### config.mk
export PLATFORM = sky130hd
export DESIGN_NAME = irq_post_mask_ctrl
export DESIGN_NICKNAME = d
export VERILOG_FILES = /design/src/rtl/irq_pm_pkg.sv /design/src/rtl/irq_pm_decode.sv /design/src/rtl/irq_pm_post_bank.sv /design/src/rtl/irq_pm_mask_bank.sv /design/src/rtl/irq_pm_read_mux.sv /design/src/rtl/irq_post_mask_ctrl.sv
export SDC_FILE = /design/constraint.sdc
export NUM_CORES = 1
export LEC_CHECK = 0
export BUFFER_PORTS_ARGS = -buffer_cell sky130_fd_sc_hd__buf_2
export CAP_MARGIN = 20
export CORE_AREA = 5 5 74 76
export DETAILED_ROUTE_END_ITERATION = 10
export DIE_AREA = 0 0 79 81
export GPL_TIMING_DRIVEN = 0
export PLACE_DENSITY = 0.8
export SETUP_SLACK_MARGIN = 0.4
export SYNTH_ARGS = -nofsm -noshare
export SYNTH_HDL_FRONTEND = slang
export SYNTH_SLANG_ARGS = --single-unit
### constraint.sdc
create_clock -name clk -period 5.57 [get_ports clk]
set_input_delay 1.114 -clock clk [delete_from_list [all_inputs] [get_ports clk]]
set_output_delay 1.114 -clock clk [all_outputs]
set_load 0.005 [all_outputs]
### src/rtl/irq_pm_pkg.sv
package irq_pm_pkg;

    localparam int GRP_W     = 8;
    localparam int ADDR_W    = 4;
    localparam int CLR_BASE  = 0;
    localparam int MSK_BASE  = 4;
    localparam int CTRL_ADDR = 7;
    localparam int MODE_BIT  = 7;

    typedef logic [GRP_W-1:0]  byte_t;
    typedef logic [ADDR_W-1:0] addr_t;

    typedef enum logic [1:0] {
        REG_POST = 2'd0,
        REG_MASK = 2'd1,
        REG_CTRL = 2'd2,
        REG_NONE = 2'd3
    } reg_kind_e;

    typedef struct packed {
        reg_kind_e kind;
        addr_t     grp;
    } reg_sel_t;

    typedef struct packed {
        logic     wr;
        logic     rd;
        reg_sel_t sel;
        byte_t    data;
    } bus_req_t;

    function automatic reg_sel_t decode_addr(addr_t addr, int num_grp);
        reg_sel_t s;
        s.kind = REG_NONE;
        s.grp  = '0;
        if (int'(addr) >= CLR_BASE && int'(addr) < CLR_BASE + num_grp) begin
            s.kind = REG_POST;
            s.grp  = addr - addr_t'(CLR_BASE);
        end else if (int'(addr) >= MSK_BASE && int'(addr) < MSK_BASE + num_grp) begin
            s.kind = REG_MASK;
            s.grp  = addr - addr_t'(MSK_BASE);
        end else if (int'(addr) == CTRL_ADDR) begin
            s.kind = REG_CTRL;
        end
        return s;
    endfunction

    // Polarity-dependent interpretation of a write to a posted-flag register.
    function automatic byte_t apply_post_write(byte_t cur, byte_t wdata, logic sw_mode);
        return sw_mode ? (cur | wdata) : (cur & wdata);
    endfunction

endpackage

### src/rtl/irq_pm_decode.sv
module irq_pm_decode
    import irq_pm_pkg::*;
#(
    parameter int NUM_GRP = 3
) (
    input  addr_t                bus_addr,
    input  logic                 bus_wr,
    input  logic                 bus_rd,
    input  byte_t                bus_wdata,
    output bus_req_t             req,
    output logic [NUM_GRP-1:0]   post_we,
    output logic [NUM_GRP-1:0]   mask_we,
    output logic                 ctrl_we
);

    always_comb begin
        req.wr   = bus_wr;
        req.rd   = bus_rd;
        req.sel  = decode_addr(bus_addr, NUM_GRP);
        req.data = bus_wdata;
    end

    for (genvar g = 0; g < NUM_GRP; g++) begin : g_we
        assign post_we[g] = req.wr && (req.sel.kind == REG_POST) && (int'(req.sel.grp) == g);
        assign mask_we[g] = req.wr && (req.sel.kind == REG_MASK) && (int'(req.sel.grp) == g);
    end

    assign ctrl_we = req.wr && (req.sel.kind == REG_CTRL);

endmodule

### src/rtl/irq_pm_post_bank.sv
module irq_pm_post_bank
    import irq_pm_pkg::*;
#(
    parameter int                     NUM_GRP = 3,
    parameter logic [NUM_GRP*8-1:0]   IMPL    = '1
) (
    input  logic                     clk,
    input  logic                     rst,
    input  logic [NUM_GRP-1:0]       post_we,
    input  byte_t                    wdata,
    input  logic                     sw_mode,
    input  logic [NUM_GRP*8-1:0]     hw_evt,
    output logic [NUM_GRP*8-1:0]     posted_q
);

    for (genvar g = 0; g < NUM_GRP; g++) begin : g_grp
        localparam byte_t IMPL_G = IMPL[g*GRP_W +: GRP_W];
        byte_t cur_q;
        byte_t nxt;

        always_comb begin
            nxt = cur_q;
            if (post_we[g]) begin
                nxt = apply_post_write(cur_q, wdata, sw_mode);
            end
            // Hardware strobes win over a same-cycle clear.
            nxt = (nxt | hw_evt[g*GRP_W +: GRP_W]) & IMPL_G;
        end

        always_ff @(posedge clk) begin
            if (rst) begin
                cur_q <= '0;
            end else begin
                cur_q <= nxt;
            end
        end

        assign posted_q[g*GRP_W +: GRP_W] = cur_q;
    end

endmodule

### src/rtl/irq_pm_mask_bank.sv
module irq_pm_mask_bank
    import irq_pm_pkg::*;
#(
    parameter int                     NUM_GRP = 3,
    parameter logic [NUM_GRP*8-1:0]   IMPL    = '1
) (
    input  logic                     clk,
    input  logic                     rst,
    input  logic [NUM_GRP-1:0]       mask_we,
    input  logic                     ctrl_we,
    input  byte_t                    wdata,
    output logic [NUM_GRP*8-1:0]     mask_q,
    output logic                     sw_mode
);

    for (genvar g = 0; g < NUM_GRP; g++) begin : g_grp
        localparam byte_t IMPL_G = IMPL[g*GRP_W +: GRP_W];
        byte_t m_q;

        always_ff @(posedge clk) begin
            if (rst) begin
                m_q <= '0;
            end else if (mask_we[g]) begin
                m_q <= wdata & IMPL_G;
            end
        end

        assign mask_q[g*GRP_W +: GRP_W] = m_q;
    end

    always_ff @(posedge clk) begin
        if (rst) begin
            sw_mode <= 1'b0;
        end else if (ctrl_we) begin
            sw_mode <= wdata[MODE_BIT];
        end
    end

endmodule

### src/rtl/irq_pm_read_mux.sv
module irq_pm_read_mux
    import irq_pm_pkg::*;
#(
    parameter int NUM_GRP = 3
) (
    input  logic                   clk,
    input  logic                   rst,
    input  bus_req_t               req,
    input  logic [NUM_GRP*8-1:0]   posted_q,
    input  logic [NUM_GRP*8-1:0]   mask_q,
    input  logic                   sw_mode,
    output byte_t                  rdata
);

    byte_t post_sel;
    byte_t mask_sel;
    byte_t val;

    always_comb begin
        post_sel = '0;
        mask_sel = '0;
        for (int g = 0; g < NUM_GRP; g++) begin
            if (int'(req.sel.grp) == g) begin
                post_sel = posted_q[g*GRP_W +: GRP_W];
                mask_sel = mask_q[g*GRP_W +: GRP_W];
            end
        end
    end

    always_comb begin
        unique case (req.sel.kind)
            REG_POST: val = post_sel;
            REG_MASK: val = mask_sel;
            REG_CTRL: val = byte_t'(sw_mode) << MODE_BIT;
            default:  val = '0;
        endcase
    end

    always_ff @(posedge clk) begin
        if (rst) begin
            rdata <= '0;
        end else begin
            rdata <= req.rd ? val : '0;
        end
    end

endmodule

### src/rtl/irq_post_mask_ctrl.sv
module irq_post_mask_ctrl
    import irq_pm_pkg::*;
#(
    parameter int                     NUM_GRP = 3,
    parameter logic [NUM_GRP*8-1:0]   IMPL    = 24'h7BF0FE
) (
    input  logic                    clk,
    input  logic                    rst,
    input  logic [3:0]              bus_addr,
    input  logic                    bus_wr,
    input  logic                    bus_rd,
    input  logic [7:0]              bus_wdata,
    output logic [7:0]              bus_rdata,
    input  logic [NUM_GRP*8-1:0]    hw_evt,
    output logic [NUM_GRP*8-1:0]    irq_pend
);

    localparam int NSRC = NUM_GRP * GRP_W;

    bus_req_t           req;
    logic [NUM_GRP-1:0] post_we;
    logic [NUM_GRP-1:0] mask_we;
    logic               ctrl_we;
    logic [NSRC-1:0]    posted_q;
    logic [NSRC-1:0]    mask_q;
    logic               sw_mode;

    irq_pm_decode #(.NUM_GRP(NUM_GRP)) i_decode (
        .bus_addr  (bus_addr),
        .bus_wr    (bus_wr),
        .bus_rd    (bus_rd),
        .bus_wdata (bus_wdata),
        .req       (req),
        .post_we   (post_we),
        .mask_we   (mask_we),
        .ctrl_we   (ctrl_we)
    );

    irq_pm_post_bank #(.NUM_GRP(NUM_GRP), .IMPL(IMPL)) i_post (
        .clk      (clk),
        .rst      (rst),
        .post_we  (post_we),
        .wdata    (req.data),
        .sw_mode  (sw_mode),
        .hw_evt   (hw_evt),
        .posted_q (posted_q)
    );

    irq_pm_mask_bank #(.NUM_GRP(NUM_GRP), .IMPL(IMPL)) i_mask (
        .clk     (clk),
        .rst     (rst),
        .mask_we (mask_we),
        .ctrl_we (ctrl_we),
        .wdata   (req.data),
        .mask_q  (mask_q),
        .sw_mode (sw_mode)
    );

    irq_pm_read_mux #(.NUM_GRP(NUM_GRP)) i_rd (
        .clk      (clk),
        .rst      (rst),
        .req      (req),
        .posted_q (posted_q),
        .mask_q   (mask_q),
        .sw_mode  (sw_mode),
        .rdata    (bus_rdata)
    );

    assign irq_pend = posted_q & mask_q;

endmodule

# Word level (Yosys, flattened, before mapping)
# Index checks and enable logic that the tools add are counted.
dict set report totals {
  ff_bits 48
  in_bits 40
  output_inout_bits 32
  word_cells 60
}
dict set report classes {
  addsub 1
  n_lt_le_gt_ge 3
  n_eq_ne 5
  muxes 17
  bitwise_logic 11
  n_reduce_logical 13
}
# op count
set ops {}
lappend ops {{$mux W8} 10}
lappend ops {{$or A8 B8 Y8} 4}
lappend ops {{$pmux W8 S3} 1}
lappend ops {{$and A23 B23 Y23} 1}
lappend ops {{$and A8 B8 Y8} 2}
lappend ops {{$mux W7} 2}
lappend ops {{$or A7 B7 Y7} 2}
lappend ops {{$logic_and A1 B1 Y1} 10}
lappend ops {{$and A7 B7 Y7} 1}
lappend ops {{$mux W6} 1}
lappend ops {{$eq A4 B2 Y1 const B} 1}
lappend ops {{$eq A4 B3 Y1 const B} 1}
lappend ops {{$eq A4 B4 Y1 const B} 1}
lappend ops {{$ge A4 B3 Y1 const B} 1}
lappend ops {{$logic_not A4 Y1} 1}
lappend ops {{$lt A4 B2 Y1 const B} 1}
lappend ops {{$lt A4 B3 Y1 const B} 1}
lappend ops {{$mux W4} 1}
lappend ops {{$sub A4 B3 Y4 const B} 1}
lappend ops {{$eq A2 B1 Y1 const B} 1}
lappend ops {{$eq A2 B2 Y1 const B} 1}
lappend ops {{$logic_not A2 Y1} 1}
lappend ops {{$mux W2} 1}
lappend ops {{$reduce_or A2 Y1} 1}
lappend ops {{2 further kinds} 2}

# Longest topological paths before layout
dict set report logic_depth {
  word_depth 9
  depth_mapped 9
  depth_no_buf 6
}

# Hierarchy
# Synthesis repeated with hierarchy kept, for this count alone.
dict set report hier_totals {
  hier_cells 324
  area_unflattened_um2 2765.2
}
# module n_inst cells_per_inst area_each_um2 seq_area_each_um2
set modules_own_cells {}
lappend modules_own_cells {irq_pm_post_bank 1 99 898.4 340.3}
lappend modules_own_cells {irq_pm_read_mux 1 93 733.2 160.2}
lappend modules_own_cells {irq_pm_mask_bank 1 67 706.9 360.3}
lappend modules_own_cells {irq_pm_decode 1 41 276.5 0.0}
lappend modules_own_cells {irq_post_mask_ctrl 1 24 150.1 0.0}

# Worst setup path after synthesis
# No wires, ideal clock.
dict set report synth_timing {
  path_type {input port to flip-flop}
  startpoint {in bus_addr[3]}
  endpoint {reg i_mask.g_grp[2].m_q[0]}
  setup_time_ns 0.128
  arrival_ns 2.710
  t_required_ns 5.442
  slack_ns 2.733
  stages 9
  n_path_buf 3
  path_cell_list {buf_2 > inv_1 > ha_1 > buf_2 > nor4b_1 > and3_1 > buf_4 > mux2i_1 > nor2_1}
}
dict set report synth_via {
  elab_chain_len 7
  elab_cells_between_ends 14
  classes_between {add/sub: 1; order compare: 3; eq/ne: 3; mux: 4; reduce/logical: 3}
}
# element line
set synth_lines {}
lappend synth_lines {{start: declaration} irq_post_mask_ctrl.sv:9} ;# input logic [3:0] bus_addr,
lappend synth_lines {{$ge A4 B3 Y1 (tied with other cells)} irq_pm_pkg.sv:39} ;# end else if (int'(addr) >= MSK_BASE && int'(addr) < MSK_BASE + num_grp) begin
lappend synth_lines {{$logic_and A1 B1 Y1 or $mux W1 (tied branches)} {irq_pm_pkg.sv:39, irq_pm_pkg.sv:42}}
lappend synth_lines {{$mux W2} irq_pm_pkg.sv:39}
lappend synth_lines {{$mux W6 *} irq_pm_pkg.sv:36} ;# if (int'(addr) >= CLR_BASE && int'(addr) < CLR_BASE + num_grp) begin
lappend synth_lines {{$eq A2 B1 Y1} irq_pm_decode.sv:25} ;# assign mask_we[g] = req.wr && (req.sel.kind == REG_MASK) && (int'(req.sel.grp) == g);
lappend synth_lines {{$logic_and A1 B1 Y1} irq_pm_decode.sv:25}
lappend synth_lines {{$logic_and A1 B1 Y1 *} irq_pm_decode.sv:25}
lappend synth_lines {{end signal: assignment} irq_pm_mask_bank.sv:24} ;# m_q <= wdata & IMPL_G;
lappend synth_lines {{end: declaration} irq_pm_mask_bank.sv:18} ;# byte_t m_q;
# Every way passes the cells marked *; elsewhere a longest branch is shown, timed or not.
# A chain may end at the register's enable or synchronous reset.

# Worst setup path after layout
dict set report layout_timing {
  startpoint {in bus_addr[3]}
  endpoint {reg i_mask.g_grp[2].m_q[4]}
}
# Same word-level chain as after synthesis.

==> reports/summary.txt <==
Status - finished clean
Die width - 79 um
Vias in the first global route - 2356
Sequential Power Share - 50.6%
Area post-placement - 2870 sq um
TritonRoute pass-1 iters - 5
Asr flop ratio synth - 0%
IO Pins - 72
Pleak - 0.00122 uW
Vias/cell - 6.04
Post-DR wirelength/cell - 17.3 um
Max VDD drop - 0.000141 V
Initial DRC Count - 225
# rows - 25
Synth warnings - 0
GRT Overall Usage - 23.2%
Most frequently used flop master after synthesis - dfxtp_1
Tmin final - 2.81 ns
First-pass GRT wire length - 11500 um
Most frequent cells in the layout - buf_2, dfxtp_1, nor2_1, a211oi_1, and2_1
Avg Inst Size Synth - 8.58 sq um
FMAX - 0.356 GHz
Insertion delay to the later sink of the worst-skew pair - 0.30 ns
CTS Hold Buffers Added - 0
Post-route ant nets - 0
Ant. Diodes - 0
Core area - 4660 sq um
Finished Core Util - 63.9%
Critical path class - in2reg
DRC viols - 0
Post-Syn Instances - 293
Sequential cell area fraction in the yosys report - 34.2%
Die area - 6400 sq um
HP Class - reg2reg
Share of the synthesized area in the top cell type - 34.2%
Post-DP HPWL - 5350 um
Number of post-CTS setup repair buffers - 0
Clock tree from TritonCTS - built
Via count - 2505
Die Height - 81 um
Worst r2r src - i_mask.sw_mode$_SDFFE_PP0P_
Crit path required time - 5.75 ns
Most common cell after layout, fill and taps aside - buf_2
Area grow syn2layout - 18.5%
Nets - 403
Arr. time, crit path - 2.99 ns
Rel. slew slack - 45.3%
Combinational share of power - 15.0%
Worst setup startpoint - bus_addr[3]
Initial antenna violation count - 0
Initial Util - 53.9%
Switching Share - 27.3%
IO buf count - 54
Share of cells above drive strength 1 - 24.9%
Max cap viols - 0
Max Slew Vio Count - 0
Worst clock skew - 0.00578 ns
Slowest CP cell - nor4b_1
Finish-stage setup viols - 0
Unrepaired setup endpoints after global routing - false
Grt ovf - 0
Final hold violation count - 0
Hold_sp - i_mask.g_grp[1].m_q[5]$_SDFFE_PP0P_
Clk pin slew, worst setup/hold paths - 0.09 ns
Clock power frac - 34.3%
Final RePlAce weighted congestion - 0.976
Crit. End Element - flop
CP max FO - 10
Tcrit/Tclk final - 50.5%
Clk root buf - clkbuf_8
Worst-margin pin slew - 0.813 ns
Mapped cell area - 2510 sq um
Largest net degree at the start of global routing - 14
Sw Pwr - 178 uW
Fin Setup TNS - 0 ns
Yosys top cell by area - dfxtp_1
Post-synth cell types - 43
Post-CTS sizing - 0
CTS sink count - 43
Synthesis-stage register bit count - 43
# H-tree levels - 2
Top post-synthesis cells by area - dfxtp_1, a211oi_1, mux2i_1
Post-synth EDFFs - 0
Internal power - 472 uW
Cell chain of the critical path - buf_2 > inv_1 > ha_1 > buf_2 > nor4b_1 > and3_1 > buf_4 > mux2i_1 > nor2_1
Cell Pwr Density - 218 nW/um^2
Max clock buf depth - 2
Worst hold path stage count - 2
Num CTS Buffers - 5
Worst path max stage delay - 0.37 ns
Final WL - 7190 um
Most common cell on crit path - buf_2
Final instance area - 2980 sq um
R2r worst-path depth - 3
CP startpoint kind - primary input
flip-flops by register name, summed over array words and instances, names as in the netlist:
| register | flops |
|---|---|
| i_mask.g_grp.m_q | 17 |
| i_mask.sw_mode | 1 |
| i_post.g_grp.cur_q | 17 |
| i_rd.rdata | 8 |
layer usage:
metal,part of all wire (%),vias to the layer above,track usage [%]
met5,0,-,0
li1,-,1205,-
met4,2.5,0,9.28
met3,8.5,13,3.66
met1,42,1153,30.3
met2,47,134,38.6
per-stage QoR:
stage	power, uW	std cells	setup WS [ns]	hold WS, ns
6_report	649	415	2.76	0.479
5_1_grt	678	415	2.59	0.499
3_5_place_dp	431	407	2.46	0.468
3_3_place_gp	428	407	2.46	0.457
4_1_cts	652	415	2.78	0.480
2_1_floorplan	396	299	2.73	0.440
cells by family after synthesis:
logic type / after synthesis / synth area share (%)
adders and majority gates: 3 / 1.49
AOI/OAI and AO/OA: 83 / 25.0
and+or+nand+nor: 119 / 26.0
DFF: 43 / 34.2
buffers and inverters: 29 / 7.07
other: 1 / 0.149
muxes: 15 / 5.97
Yosys cell counts, types with 4 or more instances:
cell type,number
and3_1,8
nor2_1,30
nand2b_1,15
a221oi_1,5
a21oi_1,7
mux2i_1,15
dfxtp_1,43
nor4b_1,4
clkbuf_1,6
buf_4,12
nand4_1,7
and2_1,23
o21ai_0,17
nand2_1,12
o2111ai_1,4
nand3_1,9
a211oi_1,30
buf_2,7
path summary, 6_finish.rpt:
check                                                      endpoint  slack, ns
worst max-delay path            i_mask.g_grp[2].m_q[4]$_SDFFE_PP0P_       2.76
worst min-delay path            i_mask.g_grp[1].m_q[5]$_SDFFE_PP0P_       0.48
worst max register to register  i_post.g_grp[2].cur_q[4]$_SDFF_PP0_       4.25
worst min register to register  i_mask.g_grp[1].m_q[5]$_SDFFE_PP0P_       0.48
worst max-delay path, delay by kind of cell:
family	cells	cell delay, ns
simple gates	3	0.62
mux	1	0.21
buf+inv	4	0.76
fa+ha+maj	1	0.28
cell type report:
type                    count  area (sq um)
inverters                   2          7.51
plain buffers              27           170
clock buffers               7          96.3
multi-input cells         227          1500
fillers                   420          1680
flip-flops and latches     43           861
well taps                  54          67.6
clock inverters             1          7.51
repair buffers             54           270
power by group through the flow:
stage | clock [uW] | combinational (uW) | sequential, uW
after floorplan | 0 | 64.3 | 332
after global placement | 0 | 92.9 | 335
after detailed placement | 0 | 95.6 | 336
after CTS | 227 | 96.2 | 328
after global routing | 240 | 107 | 330
final | 223 | 97.6 | 329
Power figures use the tool's default switching activity.
